**config.mk**
```make
export PLATFORM = sky130hd
export DESIGN_NAME = slot_plan_engine
export DESIGN_NICKNAME = d
export VERILOG_FILES = /design/src/rtl/slot_plan_pkg.sv /design/src/rtl/slot_bw_admit.sv /design/src/rtl/slot_rr_pick.sv /design/src/rtl/slot_table.sv /design/src/rtl/slot_plan_engine.sv
export SDC_FILE = /design/constraint.sdc
export NUM_CORES = 2
export LEC_CHECK = 0
export ABC_AREA = 0
export BUFFER_PORTS_ARGS = -buffer_cell sky130_fd_sc_hd__buf_2
export CAP_MARGIN = 15
export CELL_PAD_IN_SITES_DETAIL_PLACEMENT = 1
export CELL_PAD_IN_SITES_GLOBAL_PLACEMENT = 2
export CORE_MARGIN = 5
export CORE_UTILIZATION = 39
export CTS_CLUSTER_DIAMETER = 150
export DETAILED_ROUTE_END_ITERATION = 10
export HOLD_SLACK_MARGIN = 0.02
export PLACE_DENSITY_LB_ADDON = 0.1
export SLEW_MARGIN = 20
export SYNTH_ARGS = -nofsm -noshare
export SYNTH_HDL_FRONTEND = slang
export SYNTH_SLANG_ARGS = --single-unit
```
**constraint.sdc**
```tcl
create_clock -name clk -period 239.5 [get_ports clk]
set_clock_uncertainty 0.2 [all_clocks]
set_input_delay 35.925 -clock clk [delete_from_list [all_inputs] [get_ports clk]]
set_output_delay 35.925 -clock clk [all_outputs]
set_load 0.01 [all_outputs]
```
**src/rtl/slot_plan_pkg.sv**
```systemverilog
`timescale 1ns/1ps
// Shared types for the slot allocation engine.
// Assumes: nothing beyond IEEE 1800-2017 packages.
package slot_plan_pkg;

    // Engine sequencing states.
    typedef enum logic [2:0] {
        ST_IDLE,
        ST_SELECT,
        ST_WALK,
        ST_EMIT,
        ST_FIN
    } plan_state_t;

endpackage

```
**src/rtl/slot_bw_admit.sv**
```systemverilog
`timescale 1ns/1ps
// Converts a bandwidth figure into a slot count against a region maximum,
// and checks whether that count fits beside the counts already presented.
// Assumes: purely combinational; bw_value above bw_max saturates to all ones.
module slot_bw_admit #(
    parameter int NUM_CLIENTS = 14,
    parameter int NUM_SLOTS   = 64,
    parameter int BW_W        = 32,
    parameter int CNTW        = 7
) (
    input  logic [NUM_CLIENTS*CNTW-1:0] req_counts,
    input  logic [BW_W-1:0]             bw_value,
    input  logic [BW_W-1:0]             bw_max,
    output logic [CNTW-1:0]             bw_slots,
    output logic                        admit_ok
);
    localparam int SUMW = CNTW + $clog2(NUM_CLIENTS) + 1;

    logic [BW_W-1:0] ratio;
    logic [BW_W-1:0] quot;
    logic [SUMW-1:0] total;

    // Slot count from bandwidth ratio, guarding both divisions.
    always_comb begin
        ratio = (bw_value == '0) ? '0 : (bw_max / bw_value);
        quot  = (ratio == '0) ? '0 : (BW_W'(NUM_SLOTS) / ratio);
        if (bw_value == '0)
            bw_slots = '0;
        else if (ratio == '0)
            bw_slots = '1;
        else
            bw_slots = CNTW'(quot);
    end

    // Sum of present requests plus the new one against capacity.
    always_comb begin
        total = '0;
        for (int c = 0; c < NUM_CLIENTS; c++)
            total = total + SUMW'(req_counts[c*CNTW +: CNTW]);
        admit_ok = (total + SUMW'(bw_slots)) <= SUMW'(NUM_SLOTS);
    end

endmodule

```
**src/rtl/slot_rr_pick.sv**
```systemverilog
`timescale 1ns/1ps
// Round-robin search: returns the first active client at or after the
// cursor, wrapping once; returns the cursor itself if none is active.
// Assumes: cursor < NUM_CLIENTS.
module slot_rr_pick #(
    parameter int NUM_CLIENTS = 14,
    parameter int CW          = 4
) (
    input  logic [NUM_CLIENTS-1:0] active,
    input  logic [CW-1:0]          cursor,
    output logic [CW-1:0]          pick
);
    // Scan offsets from far to near so the nearest active client wins.
    always_comb begin
        pick = cursor;
        for (int k = NUM_CLIENTS - 1; k >= 0; k--) begin
            if (active[(int'(cursor) + k) % NUM_CLIENTS])
                pick = CW'((int'(cursor) + k) % NUM_CLIENTS);
        end
    end

endmodule

```
**src/rtl/slot_table.sv**
```systemverilog
`timescale 1ns/1ps
// Working slot table: an occupancy bit and a client index per slot,
// one write port and one combinational read port.
// Assumes: clear and write are never requested in the same cycle.
module slot_table #(
    parameter int NUM_SLOTS = 64,
    parameter int CW        = 4,
    parameter int SW        = 6
) (
    input  logic          clk,
    input  logic          rst_n,
    input  logic          clear,
    input  logic          wr_en,
    input  logic [SW-1:0] wr_addr,
    input  logic [CW-1:0] wr_data,
    input  logic [SW-1:0] rd_addr,
    output logic          rd_occ,
    output logic [CW-1:0] rd_who
);
    logic [NUM_SLOTS-1:0] occ;
    logic [CW-1:0]        who [NUM_SLOTS];

    // Occupancy: cleared on reset or run start, set on each placement.
    always_ff @(posedge clk) begin
        if (!rst_n)
            occ <= '0;
        else if (clear)
            occ <= '0;
        else if (wr_en)
            occ[wr_addr] <= 1'b1;
    end

    // Client index storage, no reset needed since occupancy qualifies it.
    always_ff @(posedge clk) begin
        if (wr_en)
            who[wr_addr] <= wr_data;
    end

    // Read port.
    always_comb begin
        rd_occ = occ[rd_addr];
        rd_who = who[rd_addr];
    end

    AST_NO_OVERWRITE: assert property (@(posedge clk) disable iff (!rst_n)
        wr_en |-> !occ[wr_addr]);
    AST_CLEAR_ALONE: assert property (@(posedge clk) disable iff (!rst_n)
        clear |-> !wr_en);

endmodule

```
**src/rtl/slot_plan_engine.sv**
```systemverilog
`timescale 1ns/1ps
// Slot allocation engine: samples per-client requests, active mask and a
// spare budget on start, places requesting clients at fixed intervals,
// grants spare slots to zero-request active clients, fills the rest in
// round-robin order and streams all slots, one per cycle, in slot order.
// Also exposes a bandwidth-to-slots helper with an admission check.
// Assumes: each request count is at most NUM_SLOTS.
module slot_plan_engine #(
    parameter  int NUM_CLIENTS = 14,
    parameter  int NUM_SLOTS   = 64,
    parameter  int BW_W        = 32,
    localparam int CW          = $clog2(NUM_CLIENTS),
    localparam int SW          = $clog2(NUM_SLOTS),
    localparam int CNTW        = $clog2(NUM_SLOTS + 1)
) (
    input  logic                        clk,
    input  logic                        rst_n,
    input  logic                        start,
    input  logic [NUM_CLIENTS*CNTW-1:0] req_counts,
    input  logic [NUM_CLIENTS-1:0]      active_mask,
    input  logic [CNTW-1:0]             spare_budget,
    input  logic [BW_W-1:0]             bw_value,
    input  logic [BW_W-1:0]             bw_max,
    output logic [CNTW-1:0]             bw_slots,
    output logic                        admit_ok,
    output logic                        wr_en,
    output logic [SW-1:0]               wr_slot,
    output logic [CW-1:0]               wr_client,
    output logic                        done
);
    import slot_plan_pkg::*;

    localparam int PW = SW + 1;
    localparam logic [CW-1:0] LAST_CLIENT = CW'(NUM_CLIENTS - 1);
    localparam logic [SW-1:0] LAST_SLOT   = SW'(NUM_SLOTS - 1);

    plan_state_t                 state;
    logic [NUM_CLIENTS*CNTW-1:0] req_q;
    logic [NUM_CLIENTS-1:0]      act_q;
    logic [CNTW-1:0]             budget_q;
    logic [CW-1:0]               cli_q;
    logic [PW-1:0]               pos_q;
    logic [CNTW-1:0]             interval_q;
    logic [SW-1:0]               emit_q;
    logic [CW-1:0]               rr_q;
    logic                        wr_en_q;
    logic [SW-1:0]               wr_slot_q;
    logic [CW-1:0]               wr_client_q;
    logic                        done_q;

    logic [CNTW-1:0] cur_req;
    logic [CNTW-1:0] cur_interval;
    logic            pos_end;
    logic            tbl_clear;
    logic            tbl_we;
    logic [SW-1:0]   tbl_rd_addr;
    logic            rd_occ;
    logic [CW-1:0]   rd_who;
    logic [CW-1:0]   pick;

    // Helper: bandwidth conversion and admission.
    slot_bw_admit #(
        .NUM_CLIENTS(NUM_CLIENTS), .NUM_SLOTS(NUM_SLOTS),
        .BW_W(BW_W), .CNTW(CNTW)
    ) i_bw_admit (
        .req_counts(req_counts), .bw_value(bw_value), .bw_max(bw_max),
        .bw_slots(bw_slots), .admit_ok(admit_ok)
    );

    // Current client's request and its placement interval.
    always_comb begin
        cur_req      = req_q[cli_q*CNTW +: CNTW];
        cur_interval = (cur_req == '0) ? CNTW'(NUM_SLOTS)
                                       : (CNTW'(NUM_SLOTS) / cur_req);
        pos_end      = pos_q >= PW'(NUM_SLOTS);
    end

    // Table access steering: placement walk or emission scan.
    always_comb begin
        tbl_clear   = (state == ST_IDLE) && start;
        tbl_we      = (state == ST_WALK) && !pos_end && !rd_occ;
        tbl_rd_addr = (state == ST_WALK) ? pos_q[SW-1:0] : emit_q;
    end

    slot_table #(.NUM_SLOTS(NUM_SLOTS), .CW(CW), .SW(SW)) i_table (
        .clk(clk), .rst_n(rst_n), .clear(tbl_clear),
        .wr_en(tbl_we), .wr_addr(pos_q[SW-1:0]), .wr_data(cli_q),
        .rd_addr(tbl_rd_addr), .rd_occ(rd_occ), .rd_who(rd_who)
    );

    slot_rr_pick #(.NUM_CLIENTS(NUM_CLIENTS), .CW(CW)) i_rr_pick (
        .active(act_q), .cursor(rr_q), .pick(pick)
    );

    // Sequencer: sample, place, fill and emit, then pulse done.
    always_ff @(posedge clk) begin
        if (!rst_n) begin
            state       <= ST_IDLE;
            req_q       <= '0;
            act_q       <= '0;
            budget_q    <= '0;
            cli_q       <= '0;
            pos_q       <= '0;
            interval_q  <= '0;
            emit_q      <= '0;
            rr_q        <= '0;
            wr_en_q     <= 1'b0;
            wr_slot_q   <= '0;
            wr_client_q <= '0;
            done_q      <= 1'b0;
        end else begin
            wr_en_q <= 1'b0;
            done_q  <= 1'b0;
            case (state)
                ST_IDLE: begin
                    if (start) begin
                        req_q    <= req_counts;
                        act_q    <= active_mask;
                        budget_q <= spare_budget;
                        cli_q    <= '0;
                        state    <= ST_SELECT;
                    end
                end
                ST_SELECT: begin
                    if (cur_req != '0) begin
                        interval_q <= cur_interval;
                        pos_q      <= '0;
                        state      <= ST_WALK;
                    end else if (act_q[cli_q] && budget_q != '0) begin
                        budget_q   <= budget_q - 1'b1;
                        interval_q <= CNTW'(NUM_SLOTS);
                        pos_q      <= '0;
                        state      <= ST_WALK;
                    end else if (cli_q == LAST_CLIENT) begin
                        emit_q <= '0;
                        rr_q   <= '0;
                        state  <= ST_EMIT;
                    end else begin
                        cli_q <= cli_q + 1'b1;
                    end
                end
                ST_WALK: begin
                    if (pos_end) begin
                        if (cli_q == LAST_CLIENT) begin
                            emit_q <= '0;
                            rr_q   <= '0;
                            state  <= ST_EMIT;
                        end else begin
                            cli_q <= cli_q + 1'b1;
                            state <= ST_SELECT;
                        end
                    end else if (rd_occ) begin
                        pos_q <= pos_q + 1'b1;
                    end else begin
                        pos_q <= pos_q + PW'(interval_q);
                    end
                end
                ST_EMIT: begin
                    wr_en_q   <= 1'b1;
                    wr_slot_q <= emit_q;
                    if (rd_occ) begin
                        wr_client_q <= rd_who;
                    end else begin
                        wr_client_q <= pick;
                        rr_q <= (pick == LAST_CLIENT) ? '0 : pick + 1'b1;
                    end
                    if (emit_q == LAST_SLOT)
                        state <= ST_FIN;
                    else
                        emit_q <= emit_q + 1'b1;
                end
                ST_FIN: begin
                    done_q <= 1'b1;
                    state  <= ST_IDLE;
                end
                default: state <= ST_IDLE;
            endcase
        end
    end

    // Output drive.
    always_comb begin
        wr_en     = wr_en_q;
        wr_slot   = wr_slot_q;
        wr_client = wr_client_q;
        done      = done_q;
    end

    AST_DONE_PULSE: assert property (@(posedge clk) disable iff (!rst_n)
        done_q |=> !done_q);
    AST_SLOT_STEP: assert property (@(posedge clk) disable iff (!rst_n)
        (wr_en_q && $past(wr_en_q)) |-> (wr_slot_q == $past(wr_slot_q) + 1'b1));
    AST_DONE_AFTER_LAST: assert property (@(posedge clk) disable iff (!rst_n)
        done_q |-> ($past(wr_en_q) && $past(wr_slot_q) == LAST_SLOT));
    AST_CLIENT_RANGE: assert property (@(posedge clk) disable iff (!rst_n)
        wr_en_q |-> ({1'b0, wr_client_q} < (CW+1)'(NUM_CLIENTS)));
    AST_FILL_ACTIVE: assert property (@(posedge clk) disable iff (!rst_n)
        (state == ST_EMIT && !rd_occ && (act_q != '0)) |-> act_q[pick]);
    AST_BUDGET_NO_RISE: assert property (@(posedge clk) disable iff (!rst_n)
        (state != ST_IDLE) |=> (budget_q <= $past(budget_q)));

endmodule

```
Word-level counts from Yosys, hierarchy flattened

Memory sizes are Yosys's and may differ from the RTL's.
Cells that the tools add are included.

Equality and inequality tests: 18
Div/mod/pow operators: 17
Add/subtract/negate cells: 33
$lt $le $gt $ge: 20
Bitwise gates (word level): 2
Multiplexer cells: 110
Reductions and logical operators: 27
Multipliers: 1
Shift-type cells: 1

Operators by type and width:

| kind                                                                          | number |
|---|---|
| 32-bit by 6-bit less-than comparator with 1-bit output, second input constant | 14 |
| 32-bit by 5-bit modulo with 32-bit output, second input constant              | 13 |
| 12-bit by 7-bit adder with 12-bit output                                      | 13 |
| 4-bit two-way mux                                                             | 26 |
| 98-bit by 8-bit indexed part select with 7-bit output                         | 1 |
| 7-bit two-way mux                                                             | 12 |
| 32-bit logical NOT                                                            | 2 |
| 64-bit OR                                                                     | 1 |
| 1-bit binary-select mux with 4-bit select                                     | 15 |
| 6-bit two-way mux                                                             | 6 |
| 1-bit two-way mux                                                             | 35 |
| 32-bit by 32-bit divider with 32-bit output                                   | 1 |
| 7-bit by 32-bit divider with 32-bit output, first input constant              | 1 |
| 5-bit by 5-bit modulo with 32-bit output, second input constant               | 1 |
| 32-bit two-way mux                                                            | 1 |
| 4-bit by 4-bit adder with 5-bit output, second input constant                 | 6 |
| 7-bit one-hot mux with 2 select lines                                         | 2 |
| 4-bit one-hot mux with 3 select lines                                         | 2 |
| 4-bit by 3-bit adder with 5-bit output, second input constant                 | 4 |
| 3-bit two-way mux                                                             | 6 |
| 2-bit != test, second input constant                                          | 9 |
| 6-bit one-hot mux with 3 select lines                                         | 1 |
| 5-bit AND reduction                                                           | 3 |
| 6-bit by 7-bit less-than comparator with 1-bit output, second input constant  | 2 |
| 37 further kinds                                                              | 52 |

Input port bits: 186
Register bits: 226
Memories kept: 1
Word-level logic and storage cells: 244
Bits in writable memories: 256

Memory list:

| name        | words | bits a word | read ports | clocked after Yosys merged registers in | write ports | line             | text |
|---|---|---|---|---|---|---|---|
| i_table.who | 64    | 4           | 1          | 0                                       | 1           | slot_table.sv:21 | `logic [CW-1:0] who [NUM_SLOTS];` |

Longest topological paths before layout

Depth after elaboration: 23
Mapped depth: 743
Gate-level depth less buffers: 686

Modules after synthesis

Synthesis repeated with hierarchy kept, for this count alone.

Cells, all modules: 11551
Area total of the unflattened synthesis: 87760.4 um2

Modules (own cells, without submodules):

| module           | area an instance (um2) | instances | sequential area each (um2) | cells an instance |
|---|---|---|---|---|
| slot_bw_admit    | 61626.6                | 1         | 0.0                        | 9127 |
| slot_table       | 12441.9                | 1         | 8968.6                     | 679 |
| slot_plan_engine | 8709.6                 | 1         | 3243.1                     | 1060 |
| slot_rr_pick     | 4982.3                 | 1         | 0.0                        | 685 |

Worst setup path after synthesis

OpenSTA, ideal clock, no wires.

Kind: in2out
Start point: in bw_value[31]
End point: out admit_ok
Cell stages on the path: 672
Slack: 29.881 ns
Arrival time: 173.494 ns
Data required time: 203.375 ns
Cells stage by stage: nor4_2 > nand3_2 > buf_2 > nor2_1 > nand2_1 > o21ai_0 > o31ai_1 > ha_1 > o21ai_0 > a21oi_1 > o2111ai_1 > a22o_1 > ha_1 > nor2_1 > a21o_1 > a31o_2 > a22o_1 > ha_1 > [636 not listed] > o21ai_0 > nand2b_1 > a21oi_1 > nor2b_1 > o21ai_0 > nand3_1 > o21ai_0 > a31oi_1 > ha_1 > ha_1 > inv_1 > fa_1 > inv_1 > a21o_1 > a21oi_1 > a21oi_1 > a211o_1 > a21oi_1

Longest elaborated chain between the ends: 7
Elaborated cells on any way between the ends: 9

RTL lines:

| element                                                                                  | line                                     | text |
|---|---|---|
| start: declaration                                                                       | slot_plan_engine.sv:22                   | `input logic [BW_W-1:0] bw_value,` |
| 32-bit by 32-bit divider with 32-bit output / 32-bit logical NOT (equally long branches) | slot_bw_admit.sv:25, slot_bw_admit.sv:27 |  |
| 32-bit two-way mux                                                                       | slot_bw_admit.sv:25                      | `ratio = (bw_value == '0) ? '0 : (bw_max / bw_value);` |
| 7-bit by 32-bit divider with 32-bit output / 32-bit logical NOT (equally long branches)  | slot_bw_admit.sv:26, slot_bw_admit.sv:29 |  |
| 7-bit two-way mux                                                                        | slot_bw_admit.sv:29                      | `else if (ratio == '0)` |
| 7-bit two-way mux *                                                                      | slot_bw_admit.sv:27                      | `if (bw_value == '0)` |
| named net bw_slots[0]                                                                    | slot_plan_engine.sv:24                   | `output logic [CNTW-1:0] bw_slots,` |
| 12-bit by 7-bit adder with 12-bit output *                                               | slot_bw_admit.sv:40                      | `admit_ok = (total + SUMW'(bw_slots)) <= SUMW'(NUM_SLOTS);` |
| 12-bit by 7-bit less-or-equal comparator with 1-bit output *                             | slot_bw_admit.sv:40                      |  |
| end: declaration                                                                         | slot_plan_engine.sv:25                   | `output logic admit_ok,` |

The timed path passes the listed nets; every way through them passes the cells marked *.

Worst setup path in the final report

Start point: in bw_value[16]
End point: out admit_ok

Longest elaborated chain between the ends: 7
Elaborated cells on any way between the ends: 9

RTL lines:

| element                                                                                  | line |
|---|---|
| 32-bit by 32-bit divider with 32-bit output / 32-bit logical NOT (equally long branches) | slot_bw_admit.sv:25, slot_bw_admit.sv:27 |
| 32-bit two-way mux                                                                       | slot_bw_admit.sv:25 |
| 7-bit by 32-bit divider with 32-bit output / 32-bit logical NOT (equally long branches)  | slot_bw_admit.sv:26, slot_bw_admit.sv:29 |
| 7-bit two-way mux                                                                        | slot_bw_admit.sv:29 |
| 7-bit two-way mux *                                                                      | slot_bw_admit.sv:27 |
| 12-bit by 7-bit adder with 12-bit output *                                               | slot_bw_admit.sv:40 |
| 12-bit by 7-bit less-or-equal comparator with 1-bit output *                             | slot_bw_admit.sv:40 |

Every way passes the cells marked *; elsewhere a longest branch is shown, timed or not.

==> results.md <==
* Critical path arrival at 194.46 ns
* CP Buf/Inv Count at 42
* Drt total wl at 404300 um
* Max Cap Viol at 0
* Simple-Gate Fraction of Synth Area at 20.92%
* Placed insts at 14170
* I/O Pins at 206
* Cell area after synthesis at 85840 um2
* Cell mode on critical path: ha_1
* Highest metal used: met5
* Routed vias/inst at 6.374
* DR WL/cell at 28.28 um
* Area Overhead vs Synth at 8.407%
* CTS root buf: clkbuf_16
* Tot GR Track Use at 33.39%
* Worst Max-Slew Pin Slew at 1.192 ns
* DR DRC count at 0
* Min-delay worst type: register to register
* Adder-cell area share of the yosys netlist at 18.34%
* Met3 wire length at 21200 um
* Syn_nets at 12720
* CP max stage cell: o41ai_1
* Post-synthesis cell type count at 122
* Compound-cell area share of the yosys netlist at 27.94%
* CP top delay family: compound AO/OA/AOI/OAI gates
* Critical path class: input port to primary output
* H-Tree Depth at 2
* Post-Synth XOR/XNOR Area at 7.917%
* CP max stage delay at 0.94 ns
* Drt initial violations at 6758
* Hold buffer count at cts at 0
* Initial antenna violation count at 15
* Hold path cells at 2
* Hpwl dp at 320200 um
* Max Fclk at 0.004337 GHz
* Met1 wire length at 179500 um
* Reg2reg path depth at 51
* Fin nets at 12770
* Drt pass-1 iters at 5
* Largest net degree at the start of global routing at 82
* Final Hold Fails at 0
* Flops & latches, synth at 482
* Final ANT Viol Nets at 0
* Worst rel slew slack at 20.08%
* Crit end category: primary output
* DIE AREA at 229600 um2
* Rows at 172
* Sequential cell area at 12220 um2
* Critical path launch point type: input port
* Layout cells sized above 1 at 9.906%
* Die H at 479.2 um
* Starting Density at 39.14%
* Cells after synthesis at 11330
* Gpl congestion at 0.9759
* Routed wl met2 at 184800 um
* Crit Path Max Fanout at 45
* Count of pins over their slew limit at 0
* Worst skew pair latency at 0.63 ns
* Port bufs at 205
* Clock Sink Count at 482
* CP Data Required Time at 203.38 ns
* FFs w/ async S/R, synth at 0%
* Num CTS Buffers at 49
* Hold_ws at 0.2556 ns
* Fin crit share at 96.28%
* Critical path depth at 628
* Count of final setup violators at 0
* Avg Cell Area, Syn at 7.580 um2
* Grt ovf at 0
* First-pass GRT wire length at 594300 um
* Minimum clock period at 230.58 ns
* CTS tree: done
* Register area share after synthesis at 14.23%
* Yosys warning count at 0
* Die width at 479.2 um
* Multi-input logic area at 71050 um2
* Number of synthesized flops with an enable pin at 256
* Vias in the first global route at 92170
* Max clock buf depth at 3
* Post-synth top flop: edfxtp_1
* CTS clock-pin slew for the worst setup and hold paths at 0.06 ns
* Fillers at 26890
* Post-Layout Cell Count at 14300
* Vias at 91120
* Post-synthesis mux area share at 6.658%
* Core area at 219300 um2
* Outcome: complete, no violations
* Largest family of logic cells by synthesized area: compound AO/OA/AOI/OAI gates
-- cell usage after synthesis, types with 127 or more instances --
master,instances,share of area [%]
a21oi_1,1063,6.2
nor2_1,1155,5.1
xnor2_1,520,5.3
nand2_1,1268,5.5
mux2_2,184,2.4
o21ai_0,633,3.7
dfxtp_1,226,5.3
clkbuf_1,321,1.4
a31oi_1,167,1.2
o21bai_1,127,1.1
nand3_1,246,1.4
a21o_1,395,3.5
o21a_1,242,2.1
nor3_1,260,1.5
inv_1,488,2.1
ha_1,1127,16
nand2b_1,151,1.1
nor2b_1,132,0.96
edfxtp_1,256,9.0
xor2_1,256,2.6
-- registers in the layout, indices dropped and copies added, names as in the netlist, 6 cells and up --
| signal | cells |
|---|---|
| req_q | 98 |
| pos_q | 7 |
| i_table.who | 256 |
| emit_q | 6 |
| wr_slot | 6 |
| i_table.occ | 64 |
| budget_q | 7 |
| interval_q | 7 |
| act_q | 14 |
-- worst paths after layout --
check	from	end	slack [ns]
setup / recovery	bw_value[16]	admit_ok	8.92
hold / removal	req_q[60]$_SDFFE_PN0P_	req_q[60]$_SDFFE_PN0P_	0.26
hold reg to reg	req_q[60]$_SDFFE_PN0P_	req_q[60]$_SDFFE_PN0P_	0.26
setup reg to reg	cli_q[0]$_SDFFE_PN0P_	interval_q[0]$_SDFFE_PN0P_	226.90
-- placed cells by master (no fill, tap or decap), drive strengths merged, types with 266 or more instances in the layout --
cell / netlist / layout
nand2: 1269 / 1269
nor2: 1156 / 1156
ha: 1127 / 1127
a21oi: 1066 / 1066
o21ai: 659 / 660
xnor2: 520 / 520
inv: 490 / 492
buf: 89 / 406
a21o: 395 / 395
nor3: 266 / 266
-- area by class of cell --
cell class / count / share of cell area [%]
Sequential cell: 482 / 13.13
Antenna cell: 9 / 0.02420
Inverter: 492 / 1.985
Multi-Input combinational cell: 9945 / 76.35
Clock inverter: 30 / 0.4598
Clock buffer: 62 / 1.445
Timing Repair Buffer: 406 / 2.741
Tap cell: 2871 / 3.860
-- metrics by stage --
| step | utilization (%) | TNS [ns] | cell area, um2 | setup slack [ns] |
|---|---|---|---|---|
| after floorplan | - | 0 | 85840 | 29.88 |
| after global placement | 41.32 | 0 | 90600 | 1.723 |
| after detailed placement | 41.33 | -0.9713 | 90640 | -0.9713 |
| after CTS | 42.15 | 0 | 92430 | 0.08522 |
| after global routing | 42.43 | -0.07284 | 93050 | -0.07284 |
| final | 42.44 | 0 | 93060 | 8.917 |
-- cells by family (layout without fill, tap and decap cells) --
group / Yosys count / in the layout
adder cells (fa/ha/maj): 1209 / 1209
AND/OR/NAND/NOR: 3880 / 3880
other: 1 / 10
multiplexers: 413 / 413
flip-flops: 482 / 482
AO/OA/AOI/OAI: 3662 / 3666
buffers and inverters: 902 / 990
XOR/XNOR: 776 / 776
-- routing by layer --
| metal | vias to the layer above | global-route usage [%] |
|---|---|---|
| li1 | 41930 | - |
| met1 | 45700 | 44.83 |
| met2 | 2827 | 55.59 |
| met3 | 665 | 3.004 |
| met4 | 4 | 12.84 |
| met5 | - | 0 |
-- worst reg2reg max path, delay by kind of cell, from the launching register on --
kind | cells | cell delay, ns
and+or+nand+nor | 14 | 1.95
muxes | 2 | 1.07
AOI/OAI and AO/OA | 25 | 5.41
buffers and inverters | 4 | 1.09
DFF | 1 | 0.87
adders and majority gates | 6 | 1.89
-- timing repair --
item	CTS	global route
setup buffers	0	23
pin swaps	1	10
endpoints found under the setup margin	1	5
gates resized for setup	5	91
cloned	1	3
Power is not shown: default switching activity piles up to over one toggle a cycle in this logic, so the estimate is an artifact.
